### src/rtl/acc_regport_pkg.sv
package acc_regport_pkg;
  localparam int DATA_W    = 16;
  localparam int SEL_W     = 5;
  localparam int NUM_REGS  = 1 << SEL_W;
  localparam int NUM_ACC   = 2;
  localparam int NUM_STK   = 4;
  localparam int ACC_W     = 40;
  localparam int TOP_W     = ACC_W - 2 * DATA_W;

  localparam logic [SEL_W-1:0] STK_BASE = 5'h0C;
  localparam logic [SEL_W-1:0] LO_BASE  = 5'h18;
  localparam logic [SEL_W-1:0] MID_BASE = 5'h1A;
  localparam logic [SEL_W-1:0] HI_BASE  = 5'h1C;

  function automatic logic sel_is_stack(logic [SEL_W-1:0] s);
    return (s >= STK_BASE) && (s <= STK_BASE + 5'(NUM_STK - 1));
  endfunction

  function automatic logic sel_is_acc(logic [SEL_W-1:0] s);
    return (s >= LO_BASE) && (s <= HI_BASE + 5'(NUM_ACC - 1));
  endfunction
endpackage

### src/rtl/hw_stack.sv
module hw_stack #(
  parameter int DATA_W = 16,
  parameter int DEPTH  = 4
) (
  input  logic              clk,
  input  logic              rst_n,
  input  logic              push,
  input  logic              pop,
  input  logic [DATA_W-1:0] push_data,
  output logic [DATA_W-1:0] top_data
);
  localparam int PTR_W = (DEPTH > 1) ? $clog2(DEPTH) : 1;
  localparam int CNT_W = $clog2(DEPTH + 1);
  localparam logic [CNT_W-1:0] FULL_CNT = CNT_W'(DEPTH);

  logic [CNT_W-1:0]  cnt_q, cnt_d;
  logic [DATA_W-1:0] mem_q [DEPTH];
  logic [DATA_W-1:0] mem_d [DEPTH];
  logic [PTR_W-1:0]  top_ptr, free_ptr;
  logic              st_en;

  assign top_ptr  = PTR_W'(cnt_q - 1'b1);
  assign free_ptr = PTR_W'(cnt_q);
  assign top_data = (cnt_q == '0) ? '0 : mem_q[top_ptr];
  assign st_en    = push | pop;

  always_comb begin
    cnt_d = cnt_q;
    mem_d = mem_q;
    if (push && pop) begin
      if (cnt_q == '0) begin
        mem_d[0] = push_data;
        cnt_d    = CNT_W'(1);
      end else begin
        mem_d[top_ptr] = push_data;
      end
    end else if (push) begin
      if (cnt_q == FULL_CNT) begin
        mem_d[top_ptr] = push_data;
      end else begin
        mem_d[free_ptr] = push_data;
        cnt_d           = cnt_q + 1'b1;
      end
    end else if (pop && (cnt_q != '0)) begin
      cnt_d = cnt_q - 1'b1;
    end
  end

  always_ff @(posedge clk or negedge rst_n) begin
    if (!rst_n)     cnt_q <= '0;
    else if (st_en) cnt_q <= cnt_d;
  end

  always_ff @(posedge clk) begin
    if (st_en) mem_q <= mem_d;
  end

  // a lone pop on an empty stack leaves it empty
  p_empty_pop_r8: assert property (@(posedge clk) disable iff (!rst_n)
    (pop && !push && cnt_q == '0) |=> (cnt_q == '0 && top_data == '0));

  // a lone push on a full stack keeps the depth and exposes the new value
  p_full_push_r9: assert property (@(posedge clk) disable iff (!rst_n)
    (push && !pop && cnt_q == FULL_CNT) |=> (cnt_q == FULL_CNT && top_data == $past(push_data)));

  // depth never goes past the capacity
  p_depth_bound_r7: assert property (@(posedge clk) disable iff (!rst_n)
    cnt_q <= FULL_CNT);
endmodule

### src/rtl/acc_split_store.sv
module acc_split_store #(
  parameter int DATA_W = 16,
  parameter int ACC_W  = 40
) (
  input  logic              clk,
  input  logic              rst_n,
  input  logic              wr_lo,
  input  logic              wr_mid,
  input  logic              wr_hi,
  input  logic [DATA_W-1:0] wr_data,
  input  logic              ext40_mode,
  input  logic              full_wr,
  input  logic [ACC_W-1:0]  full_data,
  output logic [DATA_W-1:0] lo_q,
  output logic [DATA_W-1:0] mid_q,
  output logic [DATA_W-1:0] hi_q,
  output logic [ACC_W-1:0]  full_q
);
  localparam int TOP_W = ACC_W - 2 * DATA_W;
  localparam int EXT_W = DATA_W - TOP_W;

  logic [DATA_W-1:0] lo_d, mid_d, hi_d;
  logic              acc_en;

  assign acc_en = full_wr | wr_lo | wr_mid | wr_hi;
  assign full_q = {hi_q[TOP_W-1:0], mid_q, lo_q};

  always_comb begin
    lo_d  = lo_q;
    mid_d = mid_q;
    hi_d  = hi_q;
    if (full_wr) begin
      lo_d  = full_data[DATA_W-1:0];
      mid_d = full_data[2*DATA_W-1:DATA_W];
      hi_d  = {{EXT_W{full_data[ACC_W-1]}}, full_data[ACC_W-1:2*DATA_W]};
    end else begin
      if (wr_lo) lo_d = wr_data;
      if (wr_hi) hi_d = {{EXT_W{wr_data[TOP_W-1]}}, wr_data[TOP_W-1:0]};
      if (wr_mid) begin
        mid_d = wr_data;
        if (ext40_mode) begin
          hi_d = {DATA_W{wr_data[DATA_W-1]}};
          lo_d = '0;
        end
      end
    end
  end

  always_ff @(posedge clk or negedge rst_n) begin
    if (!rst_n) begin
      lo_q  <= '0;
      mid_q <= '0;
      hi_q  <= '0;
    end else if (acc_en) begin
      lo_q  <= lo_d;
      mid_q <= mid_d;
      hi_q  <= hi_d;
    end
  end

  p_hi_trunc_r1: assert property (@(posedge clk) disable iff (!rst_n)
    (wr_hi && !full_wr) |=>
      (hi_q == {{EXT_W{$past(wr_data[TOP_W-1])}}, $past(wr_data[TOP_W-1:0])}));

  p_mid_extend_r2: assert property (@(posedge clk) disable iff (!rst_n)
    (wr_mid && ext40_mode && !full_wr) |=>
      (lo_q == '0 && hi_q == {DATA_W{$past(wr_data[DATA_W-1])}}));

  p_mid_plain_r3: assert property (@(posedge clk) disable iff (!rst_n)
    (wr_mid && !ext40_mode && !full_wr && !wr_lo && !wr_hi) |=>
      ($stable(lo_q) && $stable(hi_q)));

  p_full_split_r5: assert property (@(posedge clk) disable iff (!rst_n)
    full_wr |=> (full_q == $past(full_data) && hi_q[DATA_W-1] == hi_q[TOP_W-1]));
endmodule

### src/rtl/acc_regport.sv
module acc_regport
  import acc_regport_pkg::*;
#(
  parameter int IDX_W     = 8,
  parameter int STK_DEPTH = 4
) (
  input  logic              clk,
  input  logic              rst_n,
  input  logic              wr_en,
  input  logic [IDX_W-1:0]  wr_idx,
  input  logic [DATA_W-1:0] wr_data,
  input  logic              ext40_mode,
  input  logic              full_we,
  input  logic              full_sel,
  input  logic [ACC_W-1:0]  full_data,
  input  logic              rd_en,
  input  logic [IDX_W-1:0]  rd_idx,
  output logic [DATA_W-1:0] rdata,
  output logic [ACC_W-1:0]  acc0_full,
  output logic [ACC_W-1:0]  acc1_full
);
  logic [1:0]        rst_sync_q;
  logic              rst_int_n;
  logic [SEL_W-1:0]  wsel, rsel;
  logic [DATA_W-1:0] plain_q [NUM_REGS];
  logic              plain_en;
  logic [DATA_W-1:0] stk_top [NUM_STK];
  logic [DATA_W-1:0] acc_lo  [NUM_ACC];
  logic [DATA_W-1:0] acc_mid [NUM_ACC];
  logic [DATA_W-1:0] acc_hi  [NUM_ACC];
  logic [ACC_W-1:0]  acc_full [NUM_ACC];
  logic              unused_idx_hi;

  assign wsel          = wr_idx[SEL_W-1:0];
  assign rsel          = rd_idx[SEL_W-1:0];
  assign unused_idx_hi = ^{wr_idx[IDX_W-1:SEL_W], rd_idx[IDX_W-1:SEL_W]};

  // Reset: asserted at once, released through two flops
  always_ff @(posedge clk or negedge rst_n) begin
    if (!rst_n) rst_sync_q <= 2'b00;
    else        rst_sync_q <= {rst_sync_q[0], 1'b1};
  end
  assign rst_int_n = rst_sync_q[1];

  // Plain registers
  assign plain_en = wr_en && !sel_is_stack(wsel) && !sel_is_acc(wsel);

  always_ff @(posedge clk or negedge rst_int_n) begin
    if (!rst_int_n) begin
      for (int i = 0; i < NUM_REGS; i++) plain_q[i] <= '0;
    end else if (plain_en) begin
      plain_q[wsel] <= wr_data;
    end
  end

  // Stacks
  for (genvar s = 0; s < NUM_STK; s++) begin : g_stk
    logic push, pop;
    assign push = wr_en && (wsel == STK_BASE + 5'(s));
    assign pop  = rd_en && (rsel == STK_BASE + 5'(s));
    hw_stack #(.DATA_W(DATA_W), .DEPTH(STK_DEPTH)) u_stk (
      .clk       (clk),
      .rst_n     (rst_int_n),
      .push      (push),
      .pop       (pop),
      .push_data (wr_data),
      .top_data  (stk_top[s])
    );
  end

  // Accumulators
  for (genvar a = 0; a < NUM_ACC; a++) begin : g_acc
    logic wlo, wmid, whi, fwr;
    assign wlo  = wr_en && (wsel == LO_BASE  + 5'(a));
    assign wmid = wr_en && (wsel == MID_BASE + 5'(a));
    assign whi  = wr_en && (wsel == HI_BASE  + 5'(a));
    assign fwr  = full_we && (full_sel == 1'(a));
    acc_split_store #(.DATA_W(DATA_W), .ACC_W(ACC_W)) u_acc (
      .clk        (clk),
      .rst_n      (rst_int_n),
      .wr_lo      (wlo),
      .wr_mid     (wmid),
      .wr_hi      (whi),
      .wr_data    (wr_data),
      .ext40_mode (ext40_mode),
      .full_wr    (fwr),
      .full_data  (full_data),
      .lo_q       (acc_lo[a]),
      .mid_q      (acc_mid[a]),
      .hi_q       (acc_hi[a]),
      .full_q     (acc_full[a])
    );
  end

  assign acc0_full = acc_full[0];
  assign acc1_full = acc_full[1];

  // Combinational read
  always_comb begin
    rdata = plain_q[rsel];
    if (sel_is_stack(rsel)) rdata = stk_top[rsel[1:0]];
    for (int a = 0; a < NUM_ACC; a++) begin
      if (rsel == LO_BASE  + 5'(a)) rdata = acc_lo[a];
      if (rsel == MID_BASE + 5'(a)) rdata = acc_mid[a];
      if (rsel == HI_BASE  + 5'(a)) rdata = acc_hi[a];
    end
  end

  // a whole write beats an index write to the same accumulator
  p_full_wins_r6: assert property (@(posedge clk) disable iff (!rst_int_n)
    (full_we && !full_sel) |=> (acc0_full == $past(full_data)));

  // plain registers only change on a plain write
  p_plain_hold_r11: assert property (@(posedge clk) disable iff (!rst_int_n)
    !plain_en |=> $stable(plain_q[3]));
endmodule

### config.mk
export PLATFORM = sky130hd
export DESIGN_NAME = acc_regport
export DESIGN_NICKNAME = d
export VERILOG_FILES = /design/src/rtl/acc_regport_pkg.sv /design/src/rtl/hw_stack.sv /design/src/rtl/acc_split_store.sv /design/src/rtl/acc_regport.sv
export SDC_FILE = /design/constraint.sdc
export NUM_CORES = 2
export LEC_CHECK = 0
export BUFFER_PORTS_ARGS = -buffer_cell sky130_fd_sc_hd__buf_4
export CAP_MARGIN = 20
export CORE_ASPECT_RATIO = 0.8
export CORE_MARGIN = 5
export CORE_UTILIZATION = 50
export CTS_BUF_LIST = sky130_fd_sc_hd__clkbuf_8
export DETAILED_ROUTE_END_ITERATION = 7
export PLACE_DENSITY = 0.66
export SLEW_MARGIN = 40
export SYNTH_ARGS = -nofsm -noshare
export SYNTH_HDL_FRONTEND = slang
export SYNTH_HIERARCHICAL = 1
export SYNTH_SLANG_ARGS = --single-unit
### constraint.sdc
create_clock -name clk -period 29.5 [get_ports clk]
set_clock_uncertainty 0.2 [all_clocks]
set_input_delay 4.425 -clock clk [delete_from_list [all_inputs] [get_ports clk]]
set_output_delay 4.425 -clock clk [all_outputs]
set_load 0.05 [all_outputs]
==> Yosys cells after proc, flatten, opt, wreduce, memory -nomap -nowiden <==
Cells that the tools add are included.
{ "word_totals": {"ff_bits": 878, "inputBits": 79} }
{ "op_classes": {"reduce_logical": 72, "n_bitwise": 22, "n_eq_ne": 36, "magnitude_cmp": 26, "muxes": 116, "add_sub_neg": 8} }
{ "ops": {"columns": ["op", "n"], "rows": [
  ["16-bit 2-to-1 mux", 56],
  ["64-bit 2-to-1 mux", 12],
  ["512-bit bitwise mux", 1],
  ["64-bit bitwise mux", 8],
  ["16-bit demux with 2-bit select", 8],
  ["48-bit 2-to-1 mux", 4],
  ["16-bit binary-select mux with 2-bit select", 5],
  ["16-bit binary-select mux with 5-bit select", 1],
  ["16-bit demux with 5-bit select", 1],
  ["5-bit equality test, second input constant", 12],
  ["3-bit 2-to-1 mux", 20],
  ["5-bit by 4-bit equality test with 1-bit output, second input constant", 8],
  ["1-bit logical AND", 38],
  ["3-bit greater-or-equal comparator, second input constant", 9],
  ["2-bit inverter with 3-bit output", 9],
  ["3-bit by 1-bit < comparator with 1-bit output, second input constant", 8],
  ["3-bit nonzero test", 8],
  ["2-bit != test, second input constant", 8],
  ["4-bit AND reduction", 4],
  ["3-bit by 1-bit adder with 3-bit output, second input constant", 4],
  ["3-bit equality test, second input constant", 4],
  ["6-bit greater-or-equal comparator, second input constant", 2],
  ["3-bit logical NOT", 4],
  ["3-bit != test, second input constant", 4],
  ["13 further kinds", 42]
]} }

==> Longest topological paths before layout <==
{ "depth": {"depth_word": 16, "mapped_depth": 13, "depth_no_buf": 10} }

==> Cells and area by module <==
Netlist, hierarchy kept.
{ "modules_own_cells": {"columns": ["module", "cells_per_inst", "area_each_um2", "instances"], "rows": [
  ["acc_regport", 1573, 21225.4, 1],
  ["hw_stack", 245, 3614.7, 4],
  ["acc_split_store", 243, 2509.9, 2]
]} }

==> Worst setup path before layout <==
No wires, ideal clock.
{ "synth_path": {"path_kind": "input -> output", "start": "in rd_idx[1]", "end": "out rdata[5]", "stages": 9, "t_arrival_ns": 6.719, "slack_ns": 18.156, "required_ns": 24.875, "cell_sequence": "buf_2 > buf_2 > buf_2 > inv_2 > buf_2 > a21oi_1 > o21ai_0 > o221ai_1 > o31ai_1"} }
{ "synth_between": {"elab_chain_len": 11} }
{ "synth_lines": {"columns": ["element", "line_no", "source"], "rows": [
  ["start: declaration", "acc_regport.sv:17", "input logic [IDX_W-1:0] rd_idx,"],
  ["5-bit inverter with 6-bit output (not written as such) or 2-bit inverter with 3-bit output (tied branches)", "acc_regport.sv:100, acc_regport.sv:101", null],
  ["16-bit binary-select mux with 5-bit select or 16-bit binary-select mux with 2-bit select (tied branches)", "acc_regport.sv:100, acc_regport.sv:101", null],
  ["16-bit 2-to-1 mux (on tied branches) (2 in series)", "acc_regport.sv:100, acc_regport.sv:101", null],
  ["16-bit 2-to-1 mux", "acc_regport.sv:101", "if (sel_is_stack(rsel)) rdata = stk_top[rsel[1:0]];"],
  ["16-bit 2-to-1 mux", "acc_regport.sv:103", "if (rsel == LO_BASE + 5'(a)) rdata = acc_lo[a];"],
  ["16-bit 2-to-1 mux", "acc_regport.sv:104", "if (rsel == MID_BASE + 5'(a)) rdata = acc_mid[a];"],
  ["16-bit 2-to-1 mux", "acc_regport.sv:105", "if (rsel == HI_BASE + 5'(a)) rdata = acc_hi[a];"],
  ["16-bit 2-to-1 mux", "acc_regport.sv:103", null],
  ["16-bit 2-to-1 mux", "acc_regport.sv:104", null],
  ["16-bit 2-to-1 mux (*)", "acc_regport.sv:105", null],
  ["end: declaration", "acc_regport.sv:18", "output logic [DATA_W-1:0] rdata,"]
]} }
Mark *: on every way between the ends. The rest lies on a longest branch, timed or not. The select of a mux whose other input is x is not followed.

==> Worst setup path after layout <==
{ "layout_path": {"start": "in rd_idx[0]", "end": "out rdata[12]"} }
The elaborated chain is that of the path after synthesis.

==> results.py <==
metrics = {
    "worst_setup_path": {
        "regToRegSetupSlack_ns": 26.39,
        "r2r_end": "g_stk[0].u_stk/mem_q[16]$_DFFE_PP_",
        "crit_required_ns": 24.88,
        "endpoint_kind": "output port",
        "crit_type": "primary input to output port",
        "crit_path_start": "rd_idx[0]",
        "endpoint": "rdata[12]",
        "r2r.worst_path.cells": 7,
        "critPathLaunchType": "primary input",
        "r2r_start": "g_stk[0].u_stk/cnt_q[0]$_DFFE_PN0P_",
        "cp.arrival_ns": 7.89,
        "cp_max_fo": 80,
    },
    "finish": {
        "final_layout_size_suffix_gt1_frac": 0.303,
        "final-seq-area_mm2": 0.0214,
        "post-route-util": 0.552,
        "nets": 3108,
        "nFillCells": 6470,
        "final_cell_area_mm2": 0.0445,
        "area_growth_syn_to_layout_pct": 9.40,
        "multi_input_area_mm2": 0.0170,
    },
    "clock_tree": {
        "htreeDepth": 4,
        "cts_buffers": 135,
        "clock_latency_ns": 0.79,
        "path_clk_slew_ns": 0.06,
        "cts_tree": "yes",
        "holdBufCountCts": 0,
        "ctsResizeCount": 0,
        "cts_buffer_depth": 3,
        "cts_root_buf": "clkbuf_8",
        "numClockSinks": 805,
        "post-cts-setup-buffer-count": 0,
    },
    "sta": {
        "fmax_mhz": 79.9,
        "drv_slew": 0,
        "hold_viol_final": 0,
        "hold_ws_ns": 0.0403,
        "rsz0062_at_grt": "false",
        "fin_crit_ns": 12.51,
        "min_period_over_period": 0.424,
        "tns_ns": 0,
        "slew-limit-headroom": 0.406,
        "tightest_slew_ns": 0.891,
        "setup_viol": 0,
    },
    "yosys": {
        "synthesis.nets": 3150,
        "synth.area.mux_share": 0.224,
        "synth-seq-cells": 805,
        "synth_edf_count": 256,
        "synthAdderAreaFrac": 0.00984,
        "ys_warn_count": 6,
        "synthesis.instances": 3039,
        "syn_area_per_cell_um2": 13.4,
        "yosysSeqAreaShare": 0.526,
        "synthXorXnorAreaFrac": 0,
        "synth_top_family_by_area": "multiplexers",
        "yosys.cell_types.count": 80,
        "synth_ff_type": "dfrtp_1",
        "synth_area_mm2": 0.0407,
        "synthArstFlopShare": 0.682,
        "yosys.area_share.simple": 0.0530,
        "synth_compound_area_frac": 0.126,
    },
    "floorplanning": {
        "rows": 93,
        "die_w_um": 329,
        "die-area_mm2": 0.0873,
        "core_area_mm2": 0.0806,
        "start_util": 0.505,
        "die_h_um": 265,
        "io_pins": 175,
    },
    "placed_design": {
        "gp_congestion": 0.847,
        "hpwl_um": 73600,
        "place_area_mm2": 0.0416,
        "portBuffers": 168,
    },
    "grt": {
        "grt_start_max_net_pins": 114,
        "antenna_found_initial": 4,
        "grt_usage": 0.266,
        "overflow": 0,
        "grt_pass1_wl_um": 177000,
        "grt_pass1_vias": 27600,
    },
    "drt": {
        "drtIter0Drc": 2576,
        "ant_nets": 0,
        "wl_um": 117000,
        "dr.pass1.iters": 6,
        "vias": 26900,
        "wl_per_cell_um": 27.9,
        "drc": 0,
        "vias_per_cell": 6.42,
    },
    "status": {
        "status": "completed",
    },
    "pwr": {
        "power_density_mw_per_mm2": 77.4,
        "leakagePower_nw": 18.7,
        "irDropWorstVdd_uv": 41.3,
    },
    "hold_path": {
        "hold_path.class": "flop to async pin",
    },
    "run": {
        "cap_violations": 0,
    },
}
==> sequential cells by signal, summed over array words and instances, names as in the netlist <==
name / count
rst_sync_q: 2
plain_q: 439
g_stk.u_stk/mem_q: 256
g_acc.u_acc/lo_q: 32
g_stk.u_stk/cnt_q: 12
g_acc.u_acc/hi_q: 32
g_acc.u_acc/mid_q: 32
==> worst max-delay path: stages <==
cell     delay, ns
buf_8         0.51
buf_12        0.35
buf_16        0.44
mux4_1        0.63
mux2i_1       0.57
or2_2         0.23
nand4_1       0.17
and4_1        0.27
buf_4         0.19
==> synthesized netlist by cell type, types with 16 or more instances <==
library cell	number	share of area
dfrtp_1	549	0.34
mux2_2	299	0.083
a22o_1	260	0.056
edfxtp_1	256	0.19
mux2i_1	181	0.045
clkbuf_1	143	0.013
nand2_1	138	0.013
mux4_2	124	0.069
buf_2	102	0.013
buf_4	95	0.018
nor2b_1	88	0.014
o21ai_0	82	0.010
mux2_1	80	0.022
a21oi_1	38	0.0047
a22oi_1	37	0.0068
nor2_1	33	0.0030
ha_1	32	0.0098
nand3_1	31	0.0038
o21ai_1	29	0.0036
a211oi_1	28	0.0052
buf_1	26	0.0024
a21o_1	24	0.0044
o22ai_1	23	0.0035
nor3_1	22	0.0027
buf_6	21	0.0058
a21boi_0	16	0.0030
nor2_2	16	0.0025
==> final cells by class <==
| cell class | instances | area share |
|---|---|---|
| timing repair buffer | 225 | 0.0403 |
| antenna | 2 | 0.000112 |
| inverter | 24 | 0.00202 |
| multi-input combinational | 1806 | 0.383 |
| clock buffer | 170 | 0.0525 |
| sequential | 805 | 0.481 |
| tap | 1092 | 0.0307 |
| clock inverter | 74 | 0.0103 |
==> cell families after synthesis <==
kind of cell	after synthesis
other	1
adders and majority gates	32
buffers and inverters	428
AOI/OAI and AO/OA	665
and+or+nand+nor	409
muxes	699
DFF	805
==> layer usage <==
metal | GRT usage | share of wire | up-vias
met1 | 0.389 | 0.44 | 14000
li1 | - | - | 11400
met3 | 0.0573 | 0.087 | 206
met4 | 0.0873 | 0.027 | 2
met5 | 0 | 0.00011 | -
met2 | 0.402 | 0.45 | 1330
==> stage by stage <==
step	power (mW)	worst slack [ns]	std cells
floorplan	2.17	12.86	3039
global placement	2.39	17.00	3948
detailed placement	2.43	17.00	3949
CTS	3.45	17.01	4193
global route	3.60	16.81	4198
finish	3.45	16.99	4198
==> worst min-delay path by stage <==
| stage | startpoint | to | slack, ns | depth (start not counted) |
|---|---|---|---|---|
| after detailed placement | rst_sync_q[0]$_DFF_PN0_ | rst_sync_q[1]$_DFF_PN0_ | 0.14 | 0 |
| final | rst_sync_q[1]$_DFF_PN0_ | plain_q[188]$_DFFE_PN0P_ | 0.04 | 0 |
| after global routing | rst_sync_q[1]$_DFF_PN0_ | plain_q[232]$_DFFE_PN0P_ | 0.08 | 0 |
| after floorplan | rst_sync_q[0]$_DFF_PN0_ | rst_sync_q[1]$_DFF_PN0_ | 0.13 | 0 |
| after CTS | rst_sync_q[0]$_DFF_PN0_ | rst_sync_q[1]$_DFF_PN0_ | 0.15 | 0 |
| after global placement | rst_sync_q[0]$_DFF_PN0_ | rst_sync_q[1]$_DFF_PN0_ | 0.13 | 0 |
==> layout by cell type (no fill, tap or decap), drive strengths merged, types with 45 or more instances in the layout <==
cell | synthesis | final
inv | 24 | 72
mux2i | 181 | 181
mux4 | 127 | 127
nor2b | 88 | 88
nor2 | 49 | 49
edfxtp | 256 | 256
mux2 | 391 | 391
o21ai | 111 | 111
buf | 261 | 222
clkbuf | 143 | 173
dfrtp | 549 | 549
a22o | 260 | 260
nand2 | 139 | 139
a21oi | 45 | 45
==> power by group <==
part	total, mW	switching, mW	internal [mW]
clock network	1.02	0.461	0.563
registers	1.39	0.0818	1.31
logic	1.03	0.588	0.447
No activity file was read; power rests on OpenSTA's default activity.
